### config.mk
export PLATFORM = sky130hd
export DESIGN_NAME = uart_irq_router
export DESIGN_NICKNAME = d
export VERILOG_FILES = /design/src/rtl/uart_irq_pkg.sv /design/src/rtl/uart_irq_status.sv /design/src/rtl/uart_irq_lines.sv /design/src/rtl/uart_irq_router.sv
export SDC_FILE = /design/constraint.sdc
export NUM_CORES = 1
export LEC_CHECK = 0
export ABC_CLOCK_PERIOD_IN_PS = 3100
export BUFFER_PORTS_ARGS = -buffer_cell sky130_fd_sc_hd__buf_2
export CAP_MARGIN = 40
export CORE_MARGIN = 1
export CORE_UTILIZATION = 47
export DETAILED_ROUTE_END_ITERATION = 8
export GPL_TIMING_DRIVEN = 0
export PLACE_DENSITY = 0.85
export SLEW_MARGIN = 10
export SYNTH_ARGS = -nofsm -noshare
export SYNTH_HDL_FRONTEND = slang
export SYNTH_HIERARCHICAL = 1
export SYNTH_SLANG_ARGS = --single-unit
### constraint.sdc
create_clock -name clk -period 3.1 [get_ports clk]
set_input_delay 0.62 -clock clk [delete_from_list [all_inputs] [get_ports clk]]
set_output_delay 0.62 -clock clk [all_outputs]
set_load 0.05 [all_outputs]
### src/rtl/uart_irq_pkg.sv
package uart_irq_pkg;

  localparam int unsigned NUM_SRC  = 11;
  localparam int unsigned NUM_LINE = 6;

  // cause bit positions (decoded by software)
  localparam int unsigned B_RI  = 0;
  localparam int unsigned B_CTS = 1;
  localparam int unsigned B_DCD = 2;
  localparam int unsigned B_DSR = 3;
  localparam int unsigned B_RX  = 4;
  localparam int unsigned B_TX  = 5;
  localparam int unsigned B_RTO = 6;
  localparam int unsigned B_FE  = 7;
  localparam int unsigned B_PE  = 8;
  localparam int unsigned B_BE  = 9;
  localparam int unsigned B_OE  = 10;

  // output line indices
  localparam int unsigned L_ANY   = 0;
  localparam int unsigned L_RX    = 1;
  localparam int unsigned L_TX    = 2;
  localparam int unsigned L_RTO   = 3;
  localparam int unsigned L_MODEM = 4;
  localparam int unsigned L_ERR   = 5;

  typedef enum logic [1:0] {
    SEL_RAW    = 2'd0,
    SEL_MASKED = 2'd1,
    SEL_ENABLE = 2'd2,
    SEL_CLEAR  = 2'd3
  } reg_sel_e;

  typedef logic [NUM_SRC-1:0] cause_t;

  // group of cause bits feeding a given output line
  function automatic cause_t line_group(int unsigned line);
    cause_t g;
    g = '0;
    case (line)
      L_ANY:   g = '1;
      L_RX:    g[B_RX] = 1'b1;
      L_TX:    g[B_TX] = 1'b1;
      L_RTO:   g[B_RTO] = 1'b1;
      L_MODEM: begin
        g[B_RI] = 1'b1; g[B_CTS] = 1'b1; g[B_DCD] = 1'b1; g[B_DSR] = 1'b1;
      end
      L_ERR:   begin
        g[B_FE] = 1'b1; g[B_PE] = 1'b1; g[B_BE] = 1'b1; g[B_OE] = 1'b1;
      end
      default: g = '0;
    endcase
    return g;
  endfunction

  // next raw status: clear first, then sets win
  function automatic cause_t raw_update(cause_t raw, cause_t clr, cause_t set);
    return (raw & ~clr) | set;
  endfunction

endpackage

### src/rtl/uart_irq_status.sv
module uart_irq_status
  import uart_irq_pkg::*;
(
  input  logic   clk,
  input  logic   rst_n,
  input  cause_t set_vec,
  input  cause_t clr_vec,
  input  logic   en_wr,
  input  cause_t en_wdata,
  output cause_t raw_q,
  output cause_t mask_q
);

  always_ff @(posedge clk or negedge rst_n) begin
    if (!rst_n) begin
      raw_q <= '0;
    end else begin
      raw_q <= raw_update(raw_q, clr_vec, set_vec);
    end
  end

  always_ff @(posedge clk or negedge rst_n) begin
    if (!rst_n) begin
      mask_q <= '0;
    end else if (en_wr) begin
      mask_q <= en_wdata;
    end
  end

endmodule

### src/rtl/uart_irq_lines.sv
module uart_irq_lines
  import uart_irq_pkg::*;
(
  input  logic                clk,
  input  logic                rst_n,
  input  cause_t              masked,
  output logic [NUM_LINE-1:0] line_q
);

  for (genvar li = 0; li < NUM_LINE; li++) begin : g_line
    logic hit;
    assign hit = |(masked & line_group(li));
    always_ff @(posedge clk or negedge rst_n) begin
      if (!rst_n) begin
        line_q[li] <= 1'b0;
      end else begin
        line_q[li] <= hit;
      end
    end
  end

endmodule

### src/rtl/uart_irq_router.sv
module uart_irq_router
  import uart_irq_pkg::*;
#(
  parameter int unsigned DATA_W = 32
) (
  input  logic              clk,
  input  logic              rst_n,
  input  logic [10:0]       src_pulse,
  input  logic [10:0]       src_level,
  input  logic              reg_wr,
  input  logic [1:0]        reg_sel,
  input  logic [DATA_W-1:0] reg_wdata,
  output logic [DATA_W-1:0] reg_rdata,
  output logic              irq_any,
  output logic              irq_rx,
  output logic              irq_tx,
  output logic              irq_rto,
  output logic              irq_modem,
  output logic              irq_err
);

  localparam int unsigned PAD_W = DATA_W - NUM_SRC;

  // named internal events, visible to the bound checker
  cause_t              set_vec;
  cause_t              clr_vec;
  logic                en_wr;
  cause_t              raw_q;
  cause_t              mask_q;
  cause_t              masked;
  cause_t              sel_word;
  logic [NUM_LINE-1:0] line_q;

  assign set_vec = src_pulse | src_level;
  assign clr_vec = (reg_wr && reg_sel == SEL_CLEAR) ? reg_wdata[NUM_SRC-1:0] : '0;
  assign en_wr   = reg_wr && (reg_sel == SEL_ENABLE);
  assign masked  = raw_q & mask_q;

  uart_irq_status u_status (
    .clk      (clk),
    .rst_n    (rst_n),
    .set_vec  (set_vec),
    .clr_vec  (clr_vec),
    .en_wr    (en_wr),
    .en_wdata (reg_wdata[NUM_SRC-1:0]),
    .raw_q    (raw_q),
    .mask_q   (mask_q)
  );

  uart_irq_lines u_lines (
    .clk    (clk),
    .rst_n  (rst_n),
    .masked (masked),
    .line_q (line_q)
  );

  always_comb begin
    case (reg_sel)
      SEL_RAW:    sel_word = raw_q;
      SEL_MASKED: sel_word = masked;
      SEL_ENABLE: sel_word = mask_q;
      default:    sel_word = '0;
    endcase
  end

  assign reg_rdata = {{PAD_W{1'b0}}, sel_word};

  assign irq_any   = line_q[L_ANY];
  assign irq_rx    = line_q[L_RX];
  assign irq_tx    = line_q[L_TX];
  assign irq_rto   = line_q[L_RTO];
  assign irq_modem = line_q[L_MODEM];
  assign irq_err   = line_q[L_ERR];

endmodule

**Yosys cells after proc, flatten, opt, wreduce, memory -nomap -nowiden**

Cells that the tools add are included.

- Reductions and logical operators: 6
- Bitwise gates (word level): 5
- Divide/modulo/power cells: 0
- Shifts and indexed selects: 0
- Equal/unequal tests: 3
- Muxes and demuxes: 2
- $lt $le $gt $ge: 0
- $mul: 0
- $add $sub $neg: 0

Operators with widths:

| cell | count |
|---|---|
| one-hot mux 11 bit (3 select lines) | 1 |
| bitwise AND 11 bit | 2 |
| OR 11 bit | 2 |
| two-way mux 11 bit | 1 |
| inverter 11 bit | 1 |
| OR reduction 11 bit | 1 |
| OR reduction 4 bit | 2 |
| == test 2 bit, second input constant | 2 |
| == test 2 x 1 -> 1 bit, second input constant | 1 |
| logical AND 1 bit | 2 |
| logical NOT 2 bit | 1 |

- Flip-flop bits (word level): 28
- Bits in read-only memories: 0
- Input port bits: 59
- RAM bits: 0
- Output and inout bits: 38
- Latch bits: 0
- Memories: 0
- Word-level logic and storage cells: 24

**Logic depth before layout (Yosys ltp)**

- Depth in word-level cells: 6
- Gate-level depth with buffers: 6
- Depth with buffers taken out: 4

**Hierarchy**

The synthesis kept the hierarchy.

Modules (own cells, without submodules):

| module | seq. area each (um^2) | area an instance (um^2) | times used | cells an instance |
|---|---|---|---|---|
| uart_irq_status | 550.5 | 847.1 | 1 | 56 |
| uart_irq_router | 0.0 | 625.6 | 1 | 96 |
| uart_irq_lines | 150.1 | 181.4 | 1 | 10 |

**Worst setup path before layout**

Ideal clock, no wire load.

- Path kind: input -> output
- Start: in reg_sel[1]
- End: out reg_rdata[6]
- Path buffers: 2
- Path slack: 0.712 ns
- Data required time: 2.480 ns
- Arrival time: 1.768 ns
- Stages on the path: 4
- Cells stage by stage: buf_6 -> buf_8 -> mux2i_1 -> o22ai_1

- Longest elaborated chain between the ends: 2
- Elaborated cells between the ends (all ways): 4
- Those cells by class: eq/ne (2); mux (1); reduce/logical (1)

RTL lines:

| item | line | RTL |
|---|---|---|
| from (decl) | uart_irq_router.sv:11 | `input logic [1:0] reg_sel,` |
| == test 2 bit (tied with other cells) | uart_irq_router.sv:58 | `case (reg_sel)` |
| one-hot mux 11 bit (3 select lines) (*) | uart_irq_router.sv:58 |  |
| to (decl) | uart_irq_router.sv:13 | `output logic [DATA_W-1:0] reg_rdata,` |

Mark *: on every way between the ends. The rest lies on a longest branch, timed or not.

**Worst setup path after layout**

- Start: in reg_sel[0]
- End: out reg_rdata[4]

Same word-level chain as after synthesis.

==> flow_results.org <==
** Run status
- Outcome :: completed

** Yosys
- Leading register cell type out of synthesis :: dfrtp_1
- Synthesis produced roughly 160 cells.
- Cell variety after synth :: 21
- The share of the Yosys chip area taken by registers is approximately 42%.
- Number of warnings printed during yosys synthesis :: 6
- Post-synth design cell area :: about 1700 um^2
- Syn Area/Cell :: a little over 10 um^2
- Fraction of registers with async set or reset after synthesis :: 100.0%
- The synthesized design contains 28 register bits.
- In this run, synthesis inferred 0 flip-flops with an integrated enable.

** Route
- Drt first-iter violations :: 28
- In the detailed route, the total length drawn on met2 is around 1.6 mm.
- Met1 routed wirelength after detailed routing :: between 1 and 1.5 mm
- Count of TritonRoute iterations in the first routing pass :: 4
- Total number of vias :: 1,255
- Drc violations :: 0
- Signal routing reaches up to met3.
- Avg Vias per Cell :: between 4 and 5
- Antenna Violating Nets Remaining :: 0
- Total routed wirelength :: around 3.1 mm
- Dividing the detail-routed wire length by the instance count gives between 10 and 15 um.
- Total length of routed met3 wires :: 169 um

** Placed design
- The congestion estimate from routability-driven global placement came to approximately 0.8.
- Half-perimeter wire length after detailed placement :: about 2.4 mm
- Quantity of I/O buffers inserted on ports :: 53
- Once placement finished, the instance area stood at slightly above 2000 um^2.

** Clock tree
- CTS max path bufs :: 2
- # Post-CTS Setup Buffers :: 0
- Inserted Clock Buffers :: 3
- Once the clock tree was built, the resizer swapped 0 gates to a different size.
- Level count of the clock H-tree :: 1
- Number of buffers inserted for hold repair after clock tree synthesis :: 0
- Clock latency on the worst-skew pair, taken at its later pin, is 0.33 ns.
- Clock-pin slew of the registers on the worst-case setup and hold paths :: 0.15 ns
- The tree is rooted in a clkbuf_4.
- TritonCTS built the clock tree.
- CTS sink cnt :: 28

** Final layout
- The top cell types in the final layout, fill and taps aside, are 54 x buf_2, 28 x dfrtp_1, 22 x inv_1, 21 x buf_4, 21 x conb_1.
- Cells with a size suffix above 1 make up ~45% of the layout.
- The area growth from synthesis to layout is 27.23%.
- Multi-input gate area :: between 700 and 800 um^2
- In the final layout, flip-flops and latches occupy between 700 and 800 um^2.
- Antenna diode instance count :: 0
- Post-layout instance area :: about 2100 um^2
- After the last flow step, the layout net total stands at 299.
- The library cell used most frequently in the layout, excluding fill and tap cells, is buf_2.
- Fill cells in the final layout number roughly 320.

** Setup path
- STA classifies the critical path endpoint as a primary output.
- Walking the worst path, the cells encountered are buf_2 > clkbuf_1 > o22ai_1 > buf_2.
- The largest individual stage delay along the critical path comes from the cell clkbuf_1.
- Critical Path Fanout Max :: 10
- For the worst setup path, the data required time is ~2.5 ns.
- Element type at the critical path start :: input pin
- Critical path data arrival time :: roughly 1.5 ns
- Crit path top cell by count :: buf_2
- The largest single stage delay on the critical path is between 0.3 and 0.4 ns.
- The worst setup path is of the input pin to primary output kind.

** Timing
- Clock skew on the completed layout was measured at just under 0.007 ns.
- The number of max-slew violations in the final report came to 0.
- Period utilisation layout :: about 68%
- The count of final hold-check violations came to 0.
- Setup violations remaining at the end of the flow were counted as 0.
- Headroom to the max-slew limit came out at around three fifths.
- Final worst hold slack :: 0.2656 ns
- Top achievable clock speed :: between 0.4 and 0.5 GHz
- Setup repair after global routing left no endpoint under its margin.
- Final critical path time including I/O delays and setup :: 2.123 ns
- Slew at the pin closest to its max-slew limit :: 0.6022 ns
- Summed over all failing endpoints, the final setup total negative slack is 0 ns.

** Floorplanning
- The floorplan step set the die width to 61.33 um.
- The total area inside the core boundary comes to roughly 3400 um^2.
- The die covers roughly 3800 um^2.
- Site row count :: 21
- Die extent in y :: 61.33 um
- For this configuration, the core starts out at a cell density of approximately 50%.
- Count of boundary I/O pins :: 97

** Global route
- Vias in the first global route :: roughly 1,200
- After global routing the overflow that remains totals 0.
- Number of antenna violations at the first check in global routing :: 0
- Total global routing track utilization :: a little under a fifth
- Largest net degree at the start of global routing :: 29
- The first global-routing pass estimated 4.954 mm of wire.

** Flow run
- Max capacitance violation total :: 0

** Pwr
- In this run the power density over the cells is approximately 510 nW/um^2.
- IR analysis of the VDD net gives a maximum drop of roughly 0.38 mV.
- The analysis attributes to cell leakage a power of about 1.1 nW.

** Min path
- The worst hold path belongs to the class input pin to asynchronous set/reset pin.
## power by group
part | switching (mW) | internal [mW]
clock | 0.110 | 0.131
combinational | 0.264 | 0.137
sequential | 0.0259 | 0.405
total | 0.399 | 0.673
## per-layer routing
metal  up-vias  track usage [%]
met2        42            35.40
met5         -                0
li1        639                -
met3         0            4.622
met4         0            3.896
met1       574            20.69
## logic make-up after synthesis
logic type / count (synthesis) / share of synthesized area, %
AO/OA/AOI/OAI: 22 / 9.153
AND/OR/NAND/NOR: 40 / 13.84
other: 1 / 0.2267
multiplexers: 22 / 16.41
flip-flops: 28 / 42.36
buffers and inverters: 49 / 18.00
## final timing paths
| check | depth (start not counted) | startpoint | end | slack, ns |
|---|---|---|---|---|
| min in group clk | 2 | reg_wdata[7] | u_status/mask_q[7]$_DFFE_PN0P_ | 0.51 |
| worst max register to register | 4 | u_status/mask_q[1]$_DFFE_PN0P_ | u_lines/line_q[0]$_DFF_PN0_ | 1.54 |
| worst max-delay path | 4 | reg_sel[0] | reg_rdata[4] | 0.98 |
| max in group asynchronous | 1 | rst_n | u_status/raw_q[6]$_DFF_PN0_ | 2.44 |
| worst min-delay path | 1 | rst_n | u_status/mask_q[7]$_DFFE_PN0P_ | 0.27 |
| worst min register to register | 1 | u_status/raw_q[7]$_DFF_PN0_ | u_status/raw_q[7]$_DFF_PN0_ | 0.53 |
## critical path, delay by kind of cell
family,cells,cell delay [ns]
AOI/OAI and AO/OA,1,0.15
buffers and inverters,3,0.73
## cell type report
class / count / share of cell area [%]
Buffer: 27 / 10.23
Inverter: 22 / 3.924
Clock inverter: 1 / 1.427
Sequential cell: 28 / 33.29
Timing Repair Buffer: 53 / 12.60
Tap cell: 46 / 2.735
Clock buffer: 3 / 1.070
Multi-Input combinational cell: 105 / 34.72
## flip-flops by register name, indices dropped and copies added, names as in the netlist
signal / count
u_status/raw_q: 11
u_status/mask_q: 11
u_lines/line_q: 6
## Yosys cell counts, types with 2 or more instances
cell type	count	area (um^2)
or3_1	2	12.51
a21o_1	11	82.58
mux2_4	10	150.1
or2_2	11	68.82
buf_4	21	157.7
and2_1	11	68.82
dfrtp_1	28	700.7
nand2_1	12	45.04
o22ai_1	11	68.82
mux2i_1	11	110.1
inv_1	22	82.58
buf_6	3	33.78
## through the flow
stage	util, %	instances	worst slack, ns	total power [mW]
5_1_grt	62.57	285	0.8804	1.126
2_1_floorplan	-	182	0.7120	0.7532
4_1_cts	62.57	285	0.9591	1.076
3_5_place_dp	61.01	281	0.9634	0.8382
3_3_place_gp	61.01	281	0.9799	0.8292
6_report	62.57	285	0.9773	1.072
Note: power is estimated with default switching activity, not from simulation.
